`src/rtl/wellnode_pkg.sv`:
```
package wellnode_pkg;

  typedef enum logic [1:0] {
    LV_0 = 2'b00,
    LV_1 = 2'b01,
    LV_U = 2'b10,
    LV_Z = 2'b11
  } lvl_e;

  typedef enum logic [1:0] {
    DK_NULL,
    DK_STATIC,
    DK_DYN
  } drv_kind_e;

  // Cycles for one quantised step: unit cost times attenuator rank times well size.
  function automatic int step_cycles(int s, bit rising, int ru, int fu, int size);
    return (rising ? ru : fu) * (s + 1) * size;
  endfunction

  // Level reached after one step from q toward target t.
  function automatic lvl_e next_step(lvl_e q, lvl_e t);
    if (q == t) return q;
    if (q == LV_U) return t;
    return LV_U;
  endfunction

  // True when the pending step raises the node voltage.
  function automatic bit step_rises(lvl_e q, lvl_e t);
    return (q == LV_0) || (q == LV_U && t == LV_1);
  endfunction

endpackage

```
`src/rtl/wellnode_classify.sv`:
```
module wellnode_classify
  import wellnode_pkg::*;
#(
  parameter int N_STR  = 3,
  parameter int P_SIZE = 4,
  parameter int SW     = 3
) (
  input  logic [1:0]    drv_lvl,
  input  logic [SW-1:0] drv_str,
  output lvl_e          lvl,
  output drv_kind_e     kind,
  output logic [SW-1:0] dsize
);

  always_comb begin
    lvl   = lvl_e'(drv_lvl);
    kind  = DK_NULL;
    dsize = '0;
    if (lvl != LV_Z) begin
      if (int'(drv_str) < N_STR) begin
        kind = DK_STATIC;
      end else if (int'(drv_str) > N_STR && int'(drv_str) < N_STR + P_SIZE) begin
        kind  = DK_DYN;
        dsize = SW'(int'(drv_str) - N_STR);
      end
    end
  end

endmodule

```
`src/rtl/wellnode_timer.sv`:
```
module wellnode_timer
  import wellnode_pkg::*;
#(
  parameter int SW        = 3,
  parameter int WELL_SIZE = 2,
  parameter int RISE_UNIT = 2,
  parameter int FALL_UNIT = 3
) (
  input  logic          clk,
  input  logic          rst_n,
  input  logic          restart,
  input  logic          need,
  input  logic [SW-1:0] s_idx,
  input  logic          rising,
  output logic          fire
);

  localparam int TAB  = 2 ** SW;
  localparam int UMAX = (RISE_UNIT > FALL_UNIT) ? RISE_UNIT : FALL_UNIT;
  localparam int MAXD = UMAX * TAB * WELL_SIZE;
  localparam int CW   = $clog2(MAXD + 1);

  logic [CW-1:0] dly_tab [TAB][2];
  logic [CW-1:0] cnt;
  logic [CW-1:0] base;
  logic [CW-1:0] limit;

  for (genvar g = 0; g < TAB; g++) begin : g_row
    for (genvar r = 0; r < 2; r++) begin : g_dir
      assign dly_tab[g][r] = CW'(step_cycles(g, r != 0, RISE_UNIT, FALL_UNIT, WELL_SIZE));
    end
  end

  assign limit = dly_tab[s_idx][rising];
  assign base  = restart ? '0 : cnt;
  assign fire  = need && ((base + CW'(1)) == limit);

  always_ff @(posedge clk) begin
    if (!rst_n) begin
      cnt <= '0;
    end else if (!need || fire) begin
      cnt <= '0;
    end else begin
      cnt <= base + CW'(1);
    end
  end

endmodule

```
`src/rtl/wellnode_core.sv`:
```
module wellnode_core
  import wellnode_pkg::*;
#(
  parameter int SW        = 3,
  parameter int WELL_SIZE = 2
) (
  input  logic          clk,
  input  logic          rst_n,
  input  drv_kind_e     kind,
  input  lvl_e          lvl,
  input  logic [SW-1:0] dsize,
  input  logic          fire,
  output lvl_e          q,
  output logic          need,
  output logic          rising,
  output logic          adopt_ev,
  output logic          share_ev
);

  assign need     = (kind == DK_STATIC) && (lvl != q);
  assign rising   = step_rises(q, lvl);
  assign adopt_ev = (kind == DK_DYN) && (int'(dsize) > WELL_SIZE);
  assign share_ev = (kind == DK_DYN) && (int'(dsize) == WELL_SIZE) && (lvl != q);

  always_ff @(posedge clk) begin
    if (!rst_n) begin
      q <= LV_0;
    end else if (fire) begin
      q <= next_step(q, lvl);
    end else if (adopt_ev) begin
      q <= lvl;
    end else if (share_ev) begin
      q <= LV_U;
    end
  end

endmodule

```
`src/rtl/wellnode.sv`:
```
module wellnode
  import wellnode_pkg::*;
#(
  parameter int N_STR     = 3,
  parameter int P_SIZE    = 4,
  parameter int WELL_SIZE = 2,
  parameter int RISE_UNIT = 2,
  parameter int FALL_UNIT = 3,
  localparam int SW       = $clog2(N_STR + P_SIZE)
) (
  input  logic          clk,
  input  logic          rst_n,
  input  logic [1:0]    drv_lvl,
  input  logic [SW-1:0] drv_str,
  output logic [1:0]    node_lvl,
  output logic [SW-1:0] node_str
);

  localparam logic [SW-1:0] NULL_STR = SW'(N_STR);

  lvl_e          drv_lv;
  drv_kind_e     kind;
  logic [SW-1:0] dsize;
  logic          step_ev;
  logic          adopt_ev;
  logic          share_ev;

  wellnode_classify #(.N_STR(N_STR), .P_SIZE(P_SIZE), .SW(SW)) u_cls (
    .drv_lvl(drv_lvl), .drv_str(drv_str), .lvl(drv_lv), .kind(kind), .dsize(dsize)
  );

  if (WELL_SIZE == 0) begin : g_nostore
    lvl_e          pass_q;
    logic [SW-1:0] pass_s;
    always_ff @(posedge clk) begin
      if (!rst_n || kind != DK_STATIC) begin
        pass_q <= LV_Z;
        pass_s <= NULL_STR;
      end else begin
        pass_q <= drv_lv;
        pass_s <= drv_str;
      end
    end
    assign node_lvl = pass_q;
    assign node_str = pass_s;
    assign step_ev  = 1'b0;
    assign adopt_ev = 1'b0;
    assign share_ev = 1'b0;
  end else begin : g_store
    logic [1:0]    prev_lvl;
    logic [SW-1:0] prev_str;
    logic          restart;
    logic          need;
    logic          rising;
    lvl_e          q;

    always_ff @(posedge clk) begin
      if (!rst_n) begin
        prev_lvl <= LV_Z;
        prev_str <= NULL_STR;
      end else begin
        prev_lvl <= drv_lvl;
        prev_str <= drv_str;
      end
    end
    assign restart = (drv_lvl != prev_lvl) || (drv_str != prev_str);

    wellnode_timer #(
      .SW(SW), .WELL_SIZE(WELL_SIZE), .RISE_UNIT(RISE_UNIT), .FALL_UNIT(FALL_UNIT)
    ) u_tmr (
      .clk(clk), .rst_n(rst_n), .restart(restart), .need(need),
      .s_idx(drv_str), .rising(rising), .fire(step_ev)
    );

    wellnode_core #(.SW(SW), .WELL_SIZE(WELL_SIZE)) u_core (
      .clk(clk), .rst_n(rst_n), .kind(kind), .lvl(drv_lv), .dsize(dsize),
      .fire(step_ev), .q(q), .need(need), .rising(rising),
      .adopt_ev(adopt_ev), .share_ev(share_ev)
    );

    assign node_lvl = q;
    assign node_str = SW'(N_STR + WELL_SIZE);
  end

endmodule

```
`config.mk`:
```
export PLATFORM = sky130hd
export DESIGN_NAME = wellnode
export DESIGN_NICKNAME = d
export VERILOG_FILES = /design/src/rtl/wellnode_pkg.sv /design/src/rtl/wellnode_classify.sv /design/src/rtl/wellnode_timer.sv /design/src/rtl/wellnode_core.sv /design/src/rtl/wellnode.sv
export SDC_FILE = /design/constraint.sdc
export NUM_CORES = 1
export LEC_CHECK = 0
export ABC_AREA = 1
export BUFFER_PORTS_ARGS = -buffer_cell sky130_fd_sc_hd__buf_2
export CAP_MARGIN = 20
export CORE_MARGIN = 1.5
export CORE_UTILIZATION = 60
export CTS_BUF_LIST = sky130_fd_sc_hd__clkbuf_8
export DETAILED_ROUTE_END_ITERATION = 7
export PLACE_DENSITY = 0.81
export SLEW_MARGIN = 25
export SYNTH_ARGS = -nofsm -noshare
export SYNTH_HDL_FRONTEND = slang
export SYNTH_SLANG_ARGS = --single-unit
export TNS_END_PERCENT = 30
```
`constraint.sdc`:
```
create_clock -name clk -period 2.7 [get_ports clk]
set_clock_uncertainty 0.2 [all_clocks]
set_input_delay 0.135 -clock clk [delete_from_list [all_inputs] [get_ports clk]]
set_output_delay 0.135 -clock clk [all_outputs]
set_load 0.05 [all_outputs]
```
Yosys cells after proc, flatten, opt, wreduce, memory -nomap -nowiden
Memory sizes are Yosys's and may differ from the RTL's.
Index checks and enable logic that the tools add are counted.
{"block": "classes", "n_addsub": 2, "n_lt_le_gt_ge": 6, "n_eq_ne": 11, "muxes": 26, "n_bitwise": 3, "reduce_logical": 14}
{"op": "12-bit two-way mux", "count": 2}
{"op": "6-bit two-way mux", "count": 4}
{"op": "2-bit two-way mux", "count": 10}
{"op": "3-bit two-way mux", "count": 3}
{"op": "1-bit logical AND", "count": 7}
{"op": "1-bit two-way mux", "count": 7}
{"op": "6-bit by 1-bit adder with 6-bit output (second input constant)", "count": 1}
{"op": "6-bit equality test", "count": 1}
{"op": "3-bit by 2-bit > comparator with 1-bit output (second input constant)", "count": 2}
{"op": "2-bit by 1-bit equality test with 1-bit output (second input constant)", "count": 2}
{"op": "2-bit equality test (second input constant)", "count": 2}
{"op": "4-bit greater-or-equal comparator (second input constant)", "count": 1}
{"op": "2-bit inequality test", "count": 2}
{"op": "3-bit NOT with 4-bit output", "count": 1}
{"op": "3-bit equality test (second input constant)", "count": 1}
{"op": "1-bit logical OR", "count": 3}
{"op": "3-bit by 2-bit < comparator with 1-bit output (second input constant)", "count": 1}
{"op": "3-bit < comparator (second input constant)", "count": 1}
{"op": "3-bit inequality test", "count": 1}
{"op": "3-bit nonzero test", "count": 1}
{"op": "3-bit by 2-bit subtractor with 3-bit output (second input constant)", "count": 1}
{"op": "2-bit equality test", "count": 1}
{"op": "2-bit greater-or-equal comparator (second input constant)", "count": 1}
{"op": "2-bit zero test", "count": 1}
{"op": "5 further kinds", "count": 5}
{"block": "totals", "regBits": 13, "mem_bits_ro": 96, "n_memories": 1}
{"memory": "(no name shown)", "depth": 8, "width": 12, "read_ports": 1, "rd_clocked_by_memory_dff": 0, "wr": 0, "line": "wellnode_timer.sv:34", "rtl": "assign limit = dly_tab[s_idx][rising];"}

Depth between registers and ports, before layout
{"block": "depth", "ltp_word": 17, "ltp_mapped": 22, "ltp_nobuf": 21}

Cells and area by module
From an unflattened synthesis, not the netlist that was laid out.
{"block": "unflattened", "hier_cells": 201, "area_unflattened_um2": 1212.4}
{"module": "wellnode_timer", "instances": 1, "cells_per_inst": 96, "area_per_inst_um2": 605.6}
{"module": "wellnode", "instances": 1, "cells_per_inst": 40, "area_per_inst_um2": 249.0}
{"module": "wellnode_core", "instances": 1, "cells_per_inst": 46, "area_per_inst_um2": 237.7}
{"module": "wellnode_classify", "instances": 1, "cells_per_inst": 19, "area_per_inst_um2": 120.1}

Worst setup path after synthesis
OpenSTA, ideal clock, no wires.
{"block": "synth_path", "path_kind": "register -> register", "start": "register g_store.prev_lvl[1]", "end": "register g_store.u_core.q[1]", "setup_time_ns": 0.110, "arrival_ns": 1.970, "path_slack_ns": 0.421, "stages_incl_launch_ff": 19, "synth_period_minus_slack_ns": 2.279, "cell_sequence": "dfxtp_1 > inv_1 > nand2_1 > nand2_1 > nor2_4 > nand2_2 > nor2_4 > nand2_1 > inv_1 > ha_1 > xor2_1 > nor2_1 > nand3_1 > nor2_4 > nand3_4 > nand2_1 > nand2_1 > inv_1 > nor2_2"}
{"block": "synth_via", "elab_chain_cells": 7, "elab_cells_between_ends": 8, "cone_classes": "add/sub: 1; eq/ne: 2; mux: 2; reduce/logical: 3"}
{"element": "start: declaration", "line": "wellnode.sv:50", "rtl": "logic [1:0] prev_lvl;"}
{"element": "start signal: assignment", "line": "wellnode.sv:62", "rtl": "prev_lvl <= drv_lvl;"}
{"element": "2-bit inequality test (*)", "line": "wellnode.sv:66", "rtl": "assign restart = (drv_lvl != prev_lvl) || (drv_str != prev_str);"}
{"element": "1-bit logical OR (*)", "line": "wellnode.sv:66"}
{"element": "6-bit two-way mux (*)", "line": "wellnode_timer.sv:35", "rtl": "assign base = restart ? '0 : cnt;"}
{"element": "6-bit by 1-bit adder with 6-bit output (*)", "line": "wellnode_timer.sv:36", "rtl": "assign fire = need && ((base + CW'(1)) == limit);"}
{"element": "6-bit equality test (*)", "line": "wellnode_timer.sv:36"}
{"element": "1-bit logical AND (*)", "line": "wellnode_timer.sv:36"}
{"element": "3-bit nonzero test (no source line) / 2-bit two-way mux (equally long branches)"}
{"element": "end signal: assignment", "line": "wellnode_core.sv:29", "rtl": "q <= next_step(q, lvl);"}
{"element": "end signal: assignment", "line": "wellnode_core.sv:31", "rtl": "q <= lvl;"}
{"element": "end: declaration", "line": "wellnode_core.sv:13", "rtl": "output lvl_e q,"}
Every way passes the cells marked *; elsewhere a longest branch is shown, timed or not.
A chain may end at the register's enable or synchronous reset.

Final worst setup path
Ends and elaborated chain as after synthesis.

==> summary.txt <==
Power and ir drop
  – Sw Share: 34.79%
  – VDD IR-drop max: 0.3782 mV
  – Pleak: 0.6379 nW
  – Clock share of power: 32.5%
  – Reg power frac: 38.0%
  – Power per Cell Area: 430.5 nW/um2
  – P_int: 0.3530 mW
  – Power, Total: 0.5413 mW
  – Comb power frac: 29.6%
  – Psw: 0.1883 mW

Timing
  – Final setup fails: 0
  – Slew Viols, Final: 0
  – Fin Setup TNS: 0 ns
  – Maximum clock rate: 0.3993 GHz
  – Fin worst setup slack: 0.1959 ns
  – RSZ-0062 raised after global routing: false
  – Hold Fails Final Rpt: 0
  – Post-layout min period: 2.504 ns
  – Final period utilization: 92.75%

Clocking
  – Post-CTS Setup Inserts: 0
  – CTS root buf: clkbuf_8
  – Htree depth: 1
  – Reg clk slew, reported paths: 0.06 ns
  – # clock sinks: 13
  – CTS buffer count: 3
  – Clk_lat worst skew: 0.24 ns
  – CTS max path bufs: 2
  – Clock tree from TritonCTS: built

GRT
  – Remaining Overflow, GRT: 0
  – Met2 Resource Use GR: 46.11%
  – All-Layer GR Usage: 25.60%
  – Global-route wire length before repair: 3939 um
  – Met3 Use GR: 3.529%
  – Vias in the first global route: 940
  – Initial antenna violation count: 0
  – Largest net degree at the start of global routing: 11
  – Busiest layer in global routing: met2
  – Met1 Track Usage GR: 30.82%

Placement
  – Placer Congestion: 0.8906
  – Dpl hpwl: 1818 um
  – DP Worst Slack: 0.1954 ns
  – Port bufs: 8
  – Cell area after placement: 1165 um2

Yosys
  – Distinct cells, synth: 27
  – Number of synthesized register bits: 13
  – Post-synth top area share: 23.24%
  – Top_reg_cell synth: dfxtp_1
  – EDFF count, synth: 0
  – Synthesized instance count: 170
  – Largest area contributor in the netlist: dfxtp_1
  – Async S/R FF share, synth: 0%
  – Cell Area, Synth: 1120 um2
  – Register area share after synthesis: 23.24%
  – YS warnings: 0
  – Synth top area cells: dfxtp_1 23%, nand2_1 15%, ha_1 7.8%, inv_1 7.4%, nand2_2 5.6%
  – Mapped Avg Cell Area: 6.587 um2

Drt
  – DRC Markers: 0
  – Detail Route Antenna Nets: 0
  – First-iteration detailed-routing DRC count: 32
  – Vias per cell: 5.216
  – Vias: 1,085
  – Routed WL: 2422 um
  – Routed len/inst: 11.64 um
  – First-pass iteration count of the detailed router: 4

Floorplanning
  – Width of the die: 46.20 um
  – Die footprint: 2134 um2
  – CORE AREA: 1745 um2
  – Row cnt: 15
  – I/O pins: 12
  – Chip height: 46.20 um
  – Initial core utilization: 64.16%

Worst setup path
  – CP endpoint kind: flop
  – Setup CP Type: reg -> reg
  – CP Data Required Time: 2.64 ns
  – Critical path launch point type: flop
  – Crit path max fanout: 5
  – Arr. time, crit path: 2.44 ns

Cells and area
  – Final instance area: 1257 um2
  – Layout area overhead: 12.29%
  – N_diodes: 0
  – Share of cells above drive strength 1: 21.86%
  – Final net count: 198

Job
  – Max Cap Violations: 0

Hold path
  – HP Class: in -> reg

Status
  – Run status: finished, final reports clean
-- flip-flops by register name (all words and copies together) (netlist names) --
register	count
g_store.prev_lvl	2
g_store.u_tmr.cnt	6
g_store.prev_str	3
g_store.u_core.q	2
-- cell type report --
type	count	area (um2)
repair buffers	13	87.58
clock inverters	1	3.754
well taps	25	31.28
flip-flops and latches	13	260.3
clock buffers	3	41.29
inverters	27	101.3
fillers	159	488.0
multi-input cells	126	732.0
-- placed cells by master, fill, tap and decap left out, types with 3 or more instances in the layout --
cell,n
nand2_1,45
inv_1,23
nor2_1,13
dfxtp_1,13
nand2_2,10
nand3_1,9
buf_2,8
ha_1,7
nand4_1,6
o21ai_0,6
inv_2,5
nor2_4,5
a21oi_1,4
dlygate4sd3_1,4
conb_1,3
clkbuf_8,3
-- worst max-delay path: stages (launching register included) --
cell and delay (ns):
dfxtp_1 0.34, inv_1 0.05, nand2_1 0.05, nand2_1 0.08
nor2_4 0.16, nand2_2 0.08, nor2_4 0.14, nand2_1 0.09
inv_1 0.08, ha_1 0.20, inv_1 0.07, nor2_1 0.11
nand3_1 0.11, nand3b_1 0.11, nand2_2 0.07, nor2_4 0.15
nand3_4 0.10, nand2_1 0.07, nand2_1 0.04, inv_1 0.07
nor2_2 0.04
-- metal layers --
layer	wire, um	up-vias
li1	-	558
met1	1069	500
met2	1243	25
met3	91	2
met4	18	0
met5	0	-
-- synthesized netlist by cell type, drive strengths merged (5+ instances only) --
| cell type | n |
|---|---|
| nand2 | 55 |
| inv | 27 |
| nor2 | 20 |
| dfxtp | 13 |
| nand3 | 13 |
| ha | 7 |
| nand4 | 6 |
| o21ai | 6 |
| a21oi | 5 |
| buf | 5 |
-- power by group through the flow --
stage / Sequential, mW / Combinational, mW / Clock (mW)
6_report: 0.206 / 0.160 / 0.176
3_5_place_dp: 0.210 / 0.152 / 0
2_1_floorplan: 0.218 / 0.115 / 0
5_1_grt: 0.206 / 0.177 / 0.185
3_3_place_gp: 0.209 / 0.148 / 0
4_1_cts: 0.206 / 0.157 / 0.175
-- worst paths after layout --
kind | startpoint | to | slack, ns | depth (start not counted)
worst min register to register | g_store.u_tmr.cnt[0]$_SDFF_PP0_ | g_store.u_tmr.cnt[0]$_SDFF_PP0_ | 0.36 | 3
worst min-delay path | drv_str[1] | g_store.prev_str[1]$_SDFF_PN1_ | 0.02 | 3
worst max-delay path | g_store.prev_lvl[1]$_SDFF_PN1_ | g_store.u_core.q[1]$_SDFFE_PN0P_ | 0.20 | 20
worst max register to register | g_store.prev_lvl[1]$_SDFF_PN1_ | g_store.u_core.q[1]$_SDFFE_PN0P_ | 0.20 | 20
-- metrics by stage --
stage / hold WS, ns / std cells / utilization, %
2_1_floorplan: 0.03552 / 171 / -
3_3_place_gp: 0.1993 / 200 / 66.74
3_5_place_dp: 0.2066 / 200 / 66.74
4_1_cts: 0.01086 / 208 / 71.61
5_1_grt: 0.02328 / 208 / 72.04
6_report: 0.01593 / 208 / 72.04
-- logic make-up after synthesis --
logic type               Yosys count  share of synthesized area (%)
AO/OA/AOI/OAI                     16                          9.162
XOR/XNOR                           2                          1.565
adder cells (fa/ha/maj)            7                          7.821
buffers and inverters             32                          12.40
flip-flops                        13                          23.24
other                              2                         0.6706
AND/OR/NAND/NOR                   98                          45.14
-- repair_timing --
| item | CTS | global route |
|---|---|---|
| hold buffers | 4 | 0 |
| setup endpoints to repair | 0 | 4 |
| gates resized for setup | 0 | 1 |
| endpoints found under the hold margin | 5 | 0 |
Power figures use the tool's default switching activity.
